--- src/rtl/raw_unpack_pkg.sv ---
// Package: shared types and helpers for the RAW pixel unpacker.
// Assumes data-type codes arrive as the six-bit field of a long packet header.
package raw_unpack_pkg;

    typedef enum logic [1:0] {
        FMT_NONE = 2'd0,
        FMT_R10  = 2'd1,
        FMT_R12  = 2'd2,
        FMT_R14  = 2'd3
    } raw_fmt_e;

    localparam logic [5:0] DT_RAW10 = 6'h2B;
    localparam logic [5:0] DT_RAW12 = 6'h2C;
    localparam logic [5:0] DT_RAW14 = 6'h2D;

    // Map a data-type code to a packing format.
    function automatic raw_fmt_e fmt_from_dt(input logic [5:0] dt);
        case (dt)
            DT_RAW10: return FMT_R10;
            DT_RAW12: return FMT_R12;
            DT_RAW14: return FMT_R14;
            default:  return FMT_NONE;
        endcase
    endfunction

    // Bytes occupied by four pixels in the given format.
    function automatic int unit_bytes(input raw_fmt_e f);
        case (f)
            FMT_R10: return 5;
            FMT_R12: return 6;
            default: return 7;
        endcase
    endfunction

endpackage

--- src/rtl/raw_unit_decode.sv ---
// Module: decodes one four-pixel unit from a seven-byte window.
// Assumes byte 0 of the window is the first byte of the unit; bytes beyond the
// unit size are ignored. Pixels come out MSB-justified in PIX_W bits.
module raw_unit_decode
    import raw_unpack_pkg::*;
#(
    parameter int PIX_W = 14
) (
    input  raw_fmt_e               fmt,
    input  logic [55:0]            win,
    output logic [4*PIX_W-1:0]     pix
);

    logic [7:0]  bt [7];
    logic [23:0] lsb14;

    // Split the window into bytes and gather the 14-bit low-bit word.
    always_comb begin
        for (int j = 0; j < 7; j++) begin
            bt[j] = win[j*8 +: 8];
        end
        lsb14 = {bt[6], bt[5], bt[4]};
    end

    // Reassemble each pixel from its MSB byte and low bits, then left-align.
    always_comb begin
        logic [PIX_W-1:0] v;
        pix = '0;
        for (int i = 0; i < 4; i++) begin
            v = '0;
            case (fmt)
                FMT_R10: v[PIX_W-1 -: 10] = {bt[i], bt[4][2*i +: 2]};
                FMT_R12: v[PIX_W-1 -: 12] = {bt[(i/2)*3 + (i%2)],
                                             bt[(i/2)*3 + 2][(i%2)*4 +: 4]};
                FMT_R14: v[PIX_W-1 -: 14] = {bt[i], lsb14[6*i +: 6]};
                default: v = '0;
            endcase
            pix[i*PIX_W +: PIX_W] = v;
        end
    end

endmodule

--- src/rtl/raw_residue_buf.sv ---
// Module: residue byte store. Holds payload bytes oldest-first at index 0.
// Each cycle it drops pop_cnt bytes from the front, then appends a word.
// A clear empties it before the append of the same cycle.
// Assumes the caller never pops more than it holds and keeps the fill within CAP.
module raw_residue_buf #(
    parameter int IN_BYTES = 2,
    parameter int CAP      = 9,
    parameter int CNT_W    = 4
) (
    input  logic                    clk,
    input  logic                    rst_n,
    input  logic                    clear,
    input  logic                    push,
    input  logic [IN_BYTES*8-1:0]   push_data,
    input  logic [CNT_W-1:0]        pop_cnt,
    output logic [CAP*8-1:0]        win,
    output logic [CNT_W-1:0]        count
);

    logic [7:0]       mem_q [CAP];
    logic [7:0]       mem_d [CAP];
    logic [CNT_W-1:0] cnt_q;
    logic [CNT_W-1:0] cnt_d;
    logic [CNT_W-1:0] base;

    // Shift out consumed bytes and place the new word behind the remainder.
    always_comb begin
        base = clear ? '0 : (cnt_q - pop_cnt);
        for (int k = 0; k < CAP; k++) begin
            if (clear) begin
                mem_d[k] = 8'h00;
            end else if (k + int'(pop_cnt) < CAP) begin
                mem_d[k] = mem_q[k + int'(pop_cnt)];
            end else begin
                mem_d[k] = 8'h00;
            end
            if (push && (k >= int'(base)) && (k < int'(base) + IN_BYTES)) begin
                mem_d[k] = push_data[(k - int'(base))*8 +: 8];
            end
        end
        cnt_d = base + (push ? CNT_W'(IN_BYTES) : '0);
    end

    // Register the byte store and its fill level.
    always_ff @(posedge clk) begin
        if (!rst_n) begin
            cnt_q <= '0;
            for (int k = 0; k < CAP; k++) mem_q[k] <= 8'h00;
        end else begin
            cnt_q <= cnt_d;
            for (int k = 0; k < CAP; k++) mem_q[k] <= mem_d[k];
        end
    end

    // Present the stored bytes as a flat window.
    always_comb begin
        for (int k = 0; k < CAP; k++) win[k*8 +: 8] = mem_q[k];
    end

    assign count = cnt_q;

    AST_NO_OVERFLOW: assert property (@(posedge clk) disable iff (!rst_n)
        push |-> (int'(base) + IN_BYTES <= CAP));
    AST_POP_WITHIN_FILL: assert property (@(posedge clk) disable iff (!rst_n)
        !clear |-> (pop_cnt <= cnt_q));

endmodule

--- src/rtl/raw_pixel_unpacker.sv ---
// Module: top of the RAW pixel unpacker. Latches the packing format at each
// packet start, feeds payload bytes into the residue store, decodes PPC pixels
// per beat once enough bytes are held, and marks the first and last beats.
// Assumes: line length a multiple of PPC and of the packing group, payload a
// whole number of input words, input byte rate within the drain rate, and at
// least four idle cycles between packets.
module raw_pixel_unpacker
    import raw_unpack_pkg::*;
#(
    parameter int LANES = 2,
    parameter int GEAR  = 8,
    parameter int PPC   = 4,
    parameter int PIX_W = 14
) (
    input  logic                    clk,
    input  logic                    rst_n,
    input  logic                    in_valid,
    input  logic                    in_sop,
    input  logic                    in_eop,
    input  logic [5:0]              in_dt,
    input  logic [LANES*GEAR-1:0]   in_data,
    output logic                    out_valid,
    output logic                    out_sol,
    output logic                    out_eol,
    output logic [PPC*PIX_W-1:0]    out_pix
);

    localparam int IN_BYTES = (LANES * GEAR) / 8;
    localparam int NG       = (PPC >= 4) ? (PPC / 4) : 1;
    localparam int DEC_PIX  = NG * 4;
    localparam int CAP      = NG * 7 + IN_BYTES;
    localparam int CNT_W    = $clog2(CAP + 1);

    // reject illegal build combinations.
    if (!((LANES == 2 || LANES == 4) && (GEAR == 8 || GEAR == 16) &&
          (PPC == 2 || PPC == 4 || PPC == 8) &&
          !(PPC == 2 && LANES != 2) && !(PPC == 8 && LANES != 4) &&
          PIX_W >= 14 && PIX_W <= 16)) begin : g_bad_cfg
        $error("raw_pixel_unpacker: illegal LANES/GEAR/PPC/PIX_W combination");
    end

    raw_fmt_e               fmt_q;
    raw_fmt_e               fmt_new;
    logic                   active_q;
    logic                   eop_q;
    logic                   sol_pend_q;
    logic                   phase_q;
    logic                   start;
    logic                   push;
    logic                   can_dec;
    logic                   last_grp;
    logic [CNT_W-1:0]       need;
    logic [CNT_W-1:0]       fill;
    logic [CNT_W-1:0]       pop_cnt;
    logic [CAP*8-1:0]       win;
    logic [DEC_PIX*PIX_W-1:0] dec_pix;
    logic [55:0]            grp_win [NG];

    // Decide what to accept, whether a decode fits, and whether it ends the line.
    always_comb begin
        fmt_new  = fmt_from_dt(in_dt);
        start    = in_valid && in_sop;
        push     = in_valid && (start ? (fmt_new != FMT_NONE) : (active_q && !eop_q));
        need     = CNT_W'(NG * unit_bytes(fmt_q));
        can_dec  = active_q && !phase_q && !start && (fill >= need);
        pop_cnt  = can_dec ? need : '0;
        last_grp = eop_q && ((fill - need) < need);
    end

    raw_residue_buf #(
        .IN_BYTES (IN_BYTES),
        .CAP      (CAP),
        .CNT_W    (CNT_W)
    ) u_resid (
        .clk       (clk),
        .rst_n     (rst_n),
        .clear     (start),
        .push      (push),
        .push_data (in_data),
        .pop_cnt   (pop_cnt),
        .win       (win),
        .count     (fill)
    );

    // Cut one seven-byte window per decode unit at its format-dependent offset.
    always_comb begin
        int idx;
        for (int g = 0; g < NG; g++) begin
            for (int j = 0; j < 7; j++) begin
                idx = g * unit_bytes(fmt_q) + j;
                grp_win[g][j*8 +: 8] = (idx < CAP) ? win[idx*8 +: 8] : 8'h00;
            end
        end
    end

    for (genvar g = 0; g < NG; g++) begin : g_unit
        raw_unit_decode #(.PIX_W(PIX_W)) u_dec (
            .fmt (fmt_q),
            .win (grp_win[g]),
            .pix (dec_pix[g*4*PIX_W +: 4*PIX_W])
        );
    end

    // Track the packet: format, acceptance, end seen and pending line start.
    always_ff @(posedge clk) begin
        if (!rst_n) begin
            fmt_q      <= FMT_NONE;
            active_q   <= 1'b0;
            eop_q      <= 1'b0;
            sol_pend_q <= 1'b0;
        end else if (start) begin
            fmt_q      <= fmt_new;
            active_q   <= (fmt_new != FMT_NONE);
            eop_q      <= in_eop && (fmt_new != FMT_NONE);
            sol_pend_q <= 1'b1;
        end else begin
            if (push && in_eop) eop_q <= 1'b1;
            if (can_dec) begin
                sol_pend_q <= 1'b0;
                if (last_grp) active_q <= 1'b0;
            end
        end
    end

    if (PPC == 2) begin : g_half
        logic [2*PIX_W-1:0] hold_q;
        logic               last_q;

        // Emit a decoded unit as two beats: lower pair now, upper pair next.
        always_ff @(posedge clk) begin
            if (!rst_n) begin
                out_valid <= 1'b0;
                out_sol   <= 1'b0;
                out_eol   <= 1'b0;
                out_pix   <= '0;
                hold_q    <= '0;
                last_q    <= 1'b0;
                phase_q   <= 1'b0;
            end else if (start) begin
                out_valid <= 1'b0;
                out_sol   <= 1'b0;
                out_eol   <= 1'b0;
                phase_q   <= 1'b0;
            end else if (can_dec) begin
                out_valid <= 1'b1;
                out_sol   <= sol_pend_q;
                out_eol   <= 1'b0;
                out_pix   <= dec_pix[0 +: 2*PIX_W];
                hold_q    <= dec_pix[2*PIX_W +: 2*PIX_W];
                last_q    <= last_grp;
                phase_q   <= 1'b1;
            end else if (phase_q) begin
                out_valid <= 1'b1;
                out_sol   <= 1'b0;
                out_eol   <= last_q;
                out_pix   <= hold_q;
                phase_q   <= 1'b0;
            end else begin
                out_valid <= 1'b0;
                out_sol   <= 1'b0;
                out_eol   <= 1'b0;
            end
        end
    end else begin : g_full
        // Emit every decoded unit set as one beat.
        always_ff @(posedge clk) begin
            if (!rst_n) begin
                out_valid <= 1'b0;
                out_sol   <= 1'b0;
                out_eol   <= 1'b0;
                out_pix   <= '0;
            end else if (can_dec) begin
                out_valid <= 1'b1;
                out_sol   <= sol_pend_q;
                out_eol   <= last_grp;
                out_pix   <= dec_pix[0 +: PPC*PIX_W];
            end else begin
                out_valid <= 1'b0;
                out_sol   <= 1'b0;
                out_eol   <= 1'b0;
            end
        end
        assign phase_q = 1'b0;
    end

    AST_SOL_NEEDS_VALID: assert property (@(posedge clk) disable iff (!rst_n)
        out_sol |-> out_valid);
    AST_EOL_NEEDS_VALID: assert property (@(posedge clk) disable iff (!rst_n)
        out_eol |-> out_valid);
    AST_SOL_NOT_REPEATED: assert property (@(posedge clk) disable iff (!rst_n)
        out_sol |=> !out_sol);
    AST_UNKNOWN_DT_SILENT: assert property (@(posedge clk) disable iff (!rst_n)
        (fmt_q == FMT_NONE) && !phase_q |=> !out_valid);
    AST_RESET_QUIET: assert property (@(posedge clk)
        !rst_n |=> !out_valid && !out_sol && !out_eol);

endmodule

--- config.mk ---
export PLATFORM = sky130hd
export DESIGN_NAME = raw_pixel_unpacker
export DESIGN_NICKNAME = d
export VERILOG_FILES = /design/src/rtl/raw_unpack_pkg.sv /design/src/rtl/raw_unit_decode.sv /design/src/rtl/raw_residue_buf.sv /design/src/rtl/raw_pixel_unpacker.sv
export SDC_FILE = /design/constraint.sdc
export NUM_CORES = 1
export LEC_CHECK = 0
export ABC_AREA = 0
export ABC_CLOCK_PERIOD_IN_PS = 14200
export BUFFER_PORTS_ARGS = -buffer_cell sky130_fd_sc_hd__buf_2
export CELL_PAD_IN_SITES_DETAIL_PLACEMENT = 1
export CELL_PAD_IN_SITES_GLOBAL_PLACEMENT = 2
export CORE_AREA = 5 5 166 168
export DETAILED_ROUTE_END_ITERATION = 6
export DIE_AREA = 0 0 171 173
export GPL_TIMING_DRIVEN = 0
export PLACE_DENSITY_LB_ADDON = 0.12
export SYNTH_ARGS = -nofsm -noshare
export SYNTH_HDL_FRONTEND = slang
export SYNTH_HIERARCHICAL = 1
export SYNTH_SLANG_ARGS = --single-unit
export TNS_END_PERCENT = 50
--- constraint.sdc ---
create_clock -name clk -period 14.2 [get_ports clk]
set_clock_uncertainty 0.05 [all_clocks]
set_input_delay 2.84 -clock clk [delete_from_list [all_inputs] [get_ports clk]]
set_output_delay 2.84 -clock clk [all_outputs]
set_load 0.05 [all_outputs]
==> results of run 1 <==
cell usage in the layout (no fill, tap or decap), types with 34 or more instances in the layout:
cell / n
buf_2: 115
dfxtp_1: 140
mux2_2: 36
mux2i_1: 120
nand2_1: 185
mux4_2: 59
nor3_1: 34
ha_1: 35
clkbuf_1: 43
nor2_1: 52
registers in the layout, summed over array words and instances (netlist names):
signal and count:
fmt_q 2, out_eol 1, sol_pend_q 1, out_pix 56
active_q 1, eop_q 1, out_sol 1, out_valid 1
u_resid/mem_q 72, u_resid/count 4
stage by stage:
step	std cells	hold WS (ns)
2_1_floorplan	1183	0.3903
3_3_place_gp	1603	0.3896
3_5_place_dp	1603	0.3954
4_1_cts	1635	0.4096
5_1_grt	1635	0.4292
6_report	1636	0.4050
Yosys cell counts, drive strengths merged, types with 13 or more instances:
library cell / n
o22ai: 23
nand2: 186
a21oi: 31
nor2: 54
a22o: 22
and3: 13
o21ai: 35
ha: 35
nor2b: 30
clkbuf: 43
inv: 29
mux2: 37
nor3: 35
nand3: 26
dfxtp: 140
a211oi: 13
mux2i: 120
nand2b: 21
mux4: 59
buf: 54
layout make-up:
class                           count  area [µm²]  share of cell area [%]
Clock buffer                       18       439.2                   3.612
Buffer                             97       503.0                   4.137
Multi-Input combinational cell    916        7327                   60.27
Tap cell                          335       419.2                   3.448
Clock inverter                     14       126.4                   1.039
Inverter                           30       112.6                  0.9262
Timing Repair Buffer               85       425.4                   3.499
Antenna cell                        1       2.502                 0.02058
Sequential cell                   140        2803                   23.05
kinds of logic (layout without fill, tap and decap cells):
logic type	after synthesis	after routing	synth area share, %
AOI/OAI and AO/OA	242	242	16.99
xor gates and xnor gates	18	18	1.610
adders and majority gates	37	37	4.457
buffers and inverters	127	244	5.741
DFF	140	140	26.14
muxes	216	216	27.48
other	1	8	0.03497
and+or+nand+nor	396	396	17.55
critical path: stages:
cell and delay (ns):
buf_2 0.10, nand2_1 0.28, nand3_2 0.17, nor2_1 0.59, clkbuf_1 0.45, buf_2 0.42
inv_1 0.29, fa_1 0.60, nand2b_1 0.05, buf_2 0.19, inv_1 0.35, ha_1 0.24
inv_1 0.05, ha_1 0.42, inv_1 0.18, o311ai_4 0.16, o211ai_1 0.40, nand3_1 0.50
o22ai_1 0.36
power groups by stage:
stage / registers, W / clock network, W / logic (W)
floorplan: 0.000411 / 0 / 0.0000629
global placement: 0.000419 / 0 / 0.0000902
detailed placement: 0.000419 / 0 / 0.0000918
CTS: 0.000410 / 0.000453 / 0.0000926
global route: 0.000411 / 0.000471 / 0.000102
finish: 0.000411 / 0.000446 / 0.0000951
worst paths after layout:
kind | startpoint | endpoint
worst max-delay path | in_valid | u_resid/mem_q[2][3]$_SDFF_PN0_
worst min-delay path | out_pix[40]$_SDFFE_PN0P_ | out_pix[40]$_SDFFE_PN0P_
worst max register to register | fmt_q[0]$_SDFFE_PN0P_ | u_resid/mem_q[2][3]$_SDFF_PN0_
worst min register to register | out_pix[40]$_SDFFE_PN0P_ | out_pix[40]$_SDFFE_PN0P_
per-layer routing:
metal	part of all wire [%]	vias up	routed length, µm
met2	45	518	20140
li1	-	4568	-
met4	5.6	0	2487
met5	0	-	0
met3	8.1	145	3600
met1	41	4989	18130
==> out/qor.csv, run 1 <==
metric,value,unit
status,"finished, final reports clean",
use_met3,7.078,%
port_buffers,85,
synth_edf_count,0,
cts_hold_buf,0,
met2_usage,46.95,%
vias_per_cell,6.247,
p_leak,4.542,nW
arrival,8.68,ns
initialDrtViolationCount,809,
min_delay_path_depth,2,
ff2ff_path_depth,21,
relSlewSlack,17.42,%
internal-power,0.0006674,W
power,0.0009524,W
die_x,171,µm
grt_start_max_net_pins,17,
ir_worst_vdd,0.05613,mV
finalSetupViolCount,0,
clock-sinks,140,
initial_core_util,41.62,%
crit_type,input port to register,
cts_root_buffer,clkbuf_16,
layout_worst_path_cycle_share,59.05,%
synth_cell_types,78,
cts_buffers,17,
pwr-share-comb,10.0,%
drive_above_1_share,22.38,%
r2r_slack,7.27,ns
busiest_layer,met2,
hold_viol_final,0,
cap_violations,0,
nets,1351,
yosysWarnings,6,
critPathLaunchType,input port,
syn_area,10720,µm²
cts_resized,0,
synthCells,1177,
path_clk_slew,0.06,ns
p_sw_share,29.92,%
worstSetupEndpointType,register,
required,14.50,ns
antenna_found_initial,0,
critPathMaxFanout,12,
tightest_slew,1.230,ns
yosys.area.top_type,dfxtp_1,
overflow,0,
yosysTopAreaCellShare,26.14,%
use_met1,37.67,%
synthArstFlopShare,0,%
layout_min_cycle_time,8.385,ns
drt_wl_total,44350,µm
area_growth,13.38,%
rows,59,
vias,10220,
switchingPower,0.0002850,W
wire_per_inst,27.11,µm
setup_ws,5.815,ns
clock_latency,0.45,ns
synthTopCellsByArea,"dfxtp_1, mux4_2, mux2i_1, nand2_1, ha_1",
pre_cts_slack,5.418,ns
hold_class,register to register,
synth_seq_area_share,26.14,%
synth_seq_cells,140,
fin_area,12160,µm²
clkPwrFrac,46.8,%
placed_area,11590,µm²
drtAntennaViolNets,0,
h-tree-depth,4,
coreArea,25760,µm²
firstDrtPassIters,5,
fmax,119.3,MHz
cts_buffer_depth,2,
avgSynthCellArea,9.110,µm²
nFillCells,3072,
grtUsageTotal,29.63,%
seqPwrFrac,43.2,%
rsz0062_at_grt,no,
grt_pass1_vias,10500,
die_h,173,µm
gp_congestion,0.9958,
synth_ff_type,dfxtp_1,
boundaryPins,86,
postCtsSetupBuffers,0,
grt_pass1_wl,66320,µm
fin_tns_setup,0,ns
post-route-util,47.19,%
die_area,29580,µm²
cts_tree,built,
dp_hpwl,34360,µm
drc,0,
power_per_cell_area,78.34,nW/µm²
finalMaxSlewViolations,0,
Power figures use the tool's default switching activity.
==> run 2: changes to the inputs <==
Settings changed: ABC_CLOCK_PERIOD_IN_PS 14200 to 7540, CORE_AREA 5 5 166 168 to 5 5 182 184, DIE_AREA 0 0 171 173 to 0 0 187 189.
Clock period 14.2 ns to 7.54 ns, I/O delays scaled along.
==> run 2 against run 1 <==
  * First-iteration DRC count grew 11%
  * Global-route usage fell by 3.9 points
  * Cell count up 4.1%
  * Total power is 85% higher
  * Routed wire length up 4.1%
  * Die area grew 19%
  * Via count fell by 0.63%
  * Hold slack lost 0.0014 ns
  * Sequential power increased by 88%
  * Critical path type unchanged
==> out/qor.csv, run 2 (synthesis gave the netlist of run 1 again) <==
metric,value,unit,change
p_leak,4.547,nW,+0.11%
drive_above_1_share,22.31,%,-0.077 points
overflow,0,,unchanged
cap_violations,0,,unchanged
drc,0,,unchanged
initialDrtViolationCount,898,,+11%
crit_type,input port to register,,
cts_resized,0,,unchanged
grt_pass1_wl,68450,µm,+3.2%
nFillCells,3701,,+20%
layout_commonest_cell,nand2_1,,
area_growth,14.15,%,
gp_congestion,0.9970,,+0.12%
worstHoldStart,out_pix[27]$_SDFFE_PN0P_,,
drt_wl_total,46170,µm,+4.1%
seqPwrFrac,43.9,%,+0.7 points
h-tree-depth,4,,unchanged
p_sw_share,27.35,%,-2.6 points
setup_ws,0.5938,ns,-5.221 ns
die_area,35340,µm²,+19%
r2r_slack,0.73,ns,-6.54 ns
rsz0062_at_grt,no,,
arrival,7.25,ns,-1.43 ns
clock-sinks,140,,unchanged
min_delay_path_depth,2,,unchanged
fmax,144.0,MHz,
coreArea,31230,µm²,+21%
wire_per_inst,27.11,µm,about the same
critPathLaunchType,input port,,
tightest_slew,1.223,ns,-0.006760 ns
required,7.85,ns,-6.65 ns
worstSetupEndpointType,register,,
nets,1353,,+0.15%
path_clk_slew,0.07,ns,about the same
ir_worst_vdd,0.1548,mV,+180%
die_h,189,µm,+9.2%
grt_start_max_net_pins,17,,unchanged
hold_viol_final,0,,unchanged
mostFrequentLayoutCells,"nand2_1, dfxtp_1, mux2i_1, buf_2, mux4_2",,
switchingPower,0.0004823,W,+69%
boundaryPins,86,,unchanged
pre_cts_slack,0.009647,ns,-5.408 ns
power_per_cell_area,144.1,nW/µm²,+84%
initial_core_util,34.33,%,-7.3 points
cts_root_buffer,clkbuf_16,,
clkPwrFrac,45.7,%,-1.1 points
finalSetupViolCount,0,,unchanged
top_register,u_resid/mem_q,,
multi_input_area,7327,µm²,unchanged
dp_hpwl,36200,µm,+5.3%
rows,65,,+10%
port_buffers,85,,unchanged
die_x,187,µm,+9.4%
finalMaxSlewViolations,0,,unchanged
antenna_found_initial,0,,unchanged
cts_tree,built,,
grtUsageTotal,25.73,%,-3.9 points
hold_class,register to register,,
clock_latency,0.45,ns,about the same
vias_per_cell,5.964,,-4.5%
cts_buffer_depth,2,,unchanged
r2r-end,u_resid/mem_q[2][4]$_SDFF_PN0_,,
ff2ff_path_depth,21,,unchanged
whs_endpoint,out_pix[27]$_SDFFE_PN0P_,,
r2r_start,fmt_q[0]$_SDFFE_PN0P_,,
layout_worst_path_cycle_share,92.13,%,
layout_min_cycle_time,6.946,ns,
status,"finished, final reports clean",,
relSlewSlack,16.13,%,-1.3 points
drtAntennaViolNets,0,,unchanged
vias,10160,,-0.63%
pwr-share-comb,10.4,%,+0.4 points
grt_pass1_vias,10260,,-2.2%
fin_tns_setup,0,ns,unchanged
critPathMaxFanout,12,,unchanged
cts_buffers,17,,unchanged
largest_reg_flops,72,,unchanged
internal-power,0.001281,W,+92%
seq_area,2803,µm²,unchanged
startpoint,in_valid,,
firstDrtPassIters,5,,unchanged
## run 2: through the flow
step	hold WS (ns)	cell area [µm²]	util, %	total power [W]	cells
3_3_place_gp	0.3896	11670	37.38	0.0009649	1670
3_5_place_dp	0.3945	11670	37.38	0.0009658	1670
5_1_grt	0.4238	12240	39.19	0.001828	1702
2_1_floorplan	0.3903	10750	-	0.0008928	1183
4_1_cts	0.4072	12220	39.14	0.001780	1700
6_report	0.4036	12240	39.19	0.001763	1703
## run 2: metal layers
layer,track usage [%],part of all wire [%],vias to the layer above
met5,0,0,-
met4,10.21,4.2,0
met3,5.549,7.6,123
met2,41.13,45,452
met1,34.13,44,5001
li1,-,-,4580
## run 2: power by group through the flow
stage	clock, W	sequential [W]	combinational (W)
2_1_floorplan	0	0.000774	0.000118
3_3_place_gp	0	0.000789	0.000176
3_5_place_dp	0	0.000789	0.000177
4_1_cts	0.000829	0.000772	0.000178
5_1_grt	0.000859	0.000773	0.000196
6_report	0.000806	0.000774	0.000183
## run 2: area by class of cell
class | instances | share of cell area (%)
multi-input cells | 916 | 59.86
flip-flops and latches | 140 | 22.90
plain buffers | 97 | 4.109
well taps | 402 | 4.109
clock buffers | 20 | 3.731
repair buffers | 87 | 3.598
inverters | 30 | 0.9200
clock inverters | 10 | 0.7564
diodes | 1 | 0.02044
## run 2: how the worst max path moves through the flow
stage / cells past startpoint / end
2_1_floorplan: 20 / u_resid/mem_q[5][0]$_SDFFE_PN0P_
4_1_cts: 19 / u_resid/mem_q[1][7]$_SDFFE_PN0P_
5_1_grt: 19 / u_resid/mem_q[2][4]$_SDFF_PN0_
3_3_place_gp: 19 / u_resid/mem_q[1][5]$_SDFFE_PN0P_
6_report: 19 / u_resid/mem_q[2][4]$_SDFF_PN0_
3_5_place_dp: 19 / u_resid/mem_q[1][7]$_SDFFE_PN0P_
## run 2: critical path, stage by stage
cell and delay [ns]:
buf_2 0.10, nand2_1 0.27, nand3_2 0.17, nor2_1 0.53, clkbuf_1 0.47, buf_2 0.45, inv_1 0.34, fa_1 0.61
nand2b_1 0.05, buf_2 0.18, inv_1 0.36, ha_1 0.25, inv_1 0.05, ha_1 0.39, inv_1 0.16, o311ai_4 0.14
o211ai_1 0.37, nand3_1 0.48, o22ai_1 0.35
## run 2: repair_timing
item	CTS	global route
setup endpoints to repair	0	2
setup buffers	0	2
hold buffers	0	0
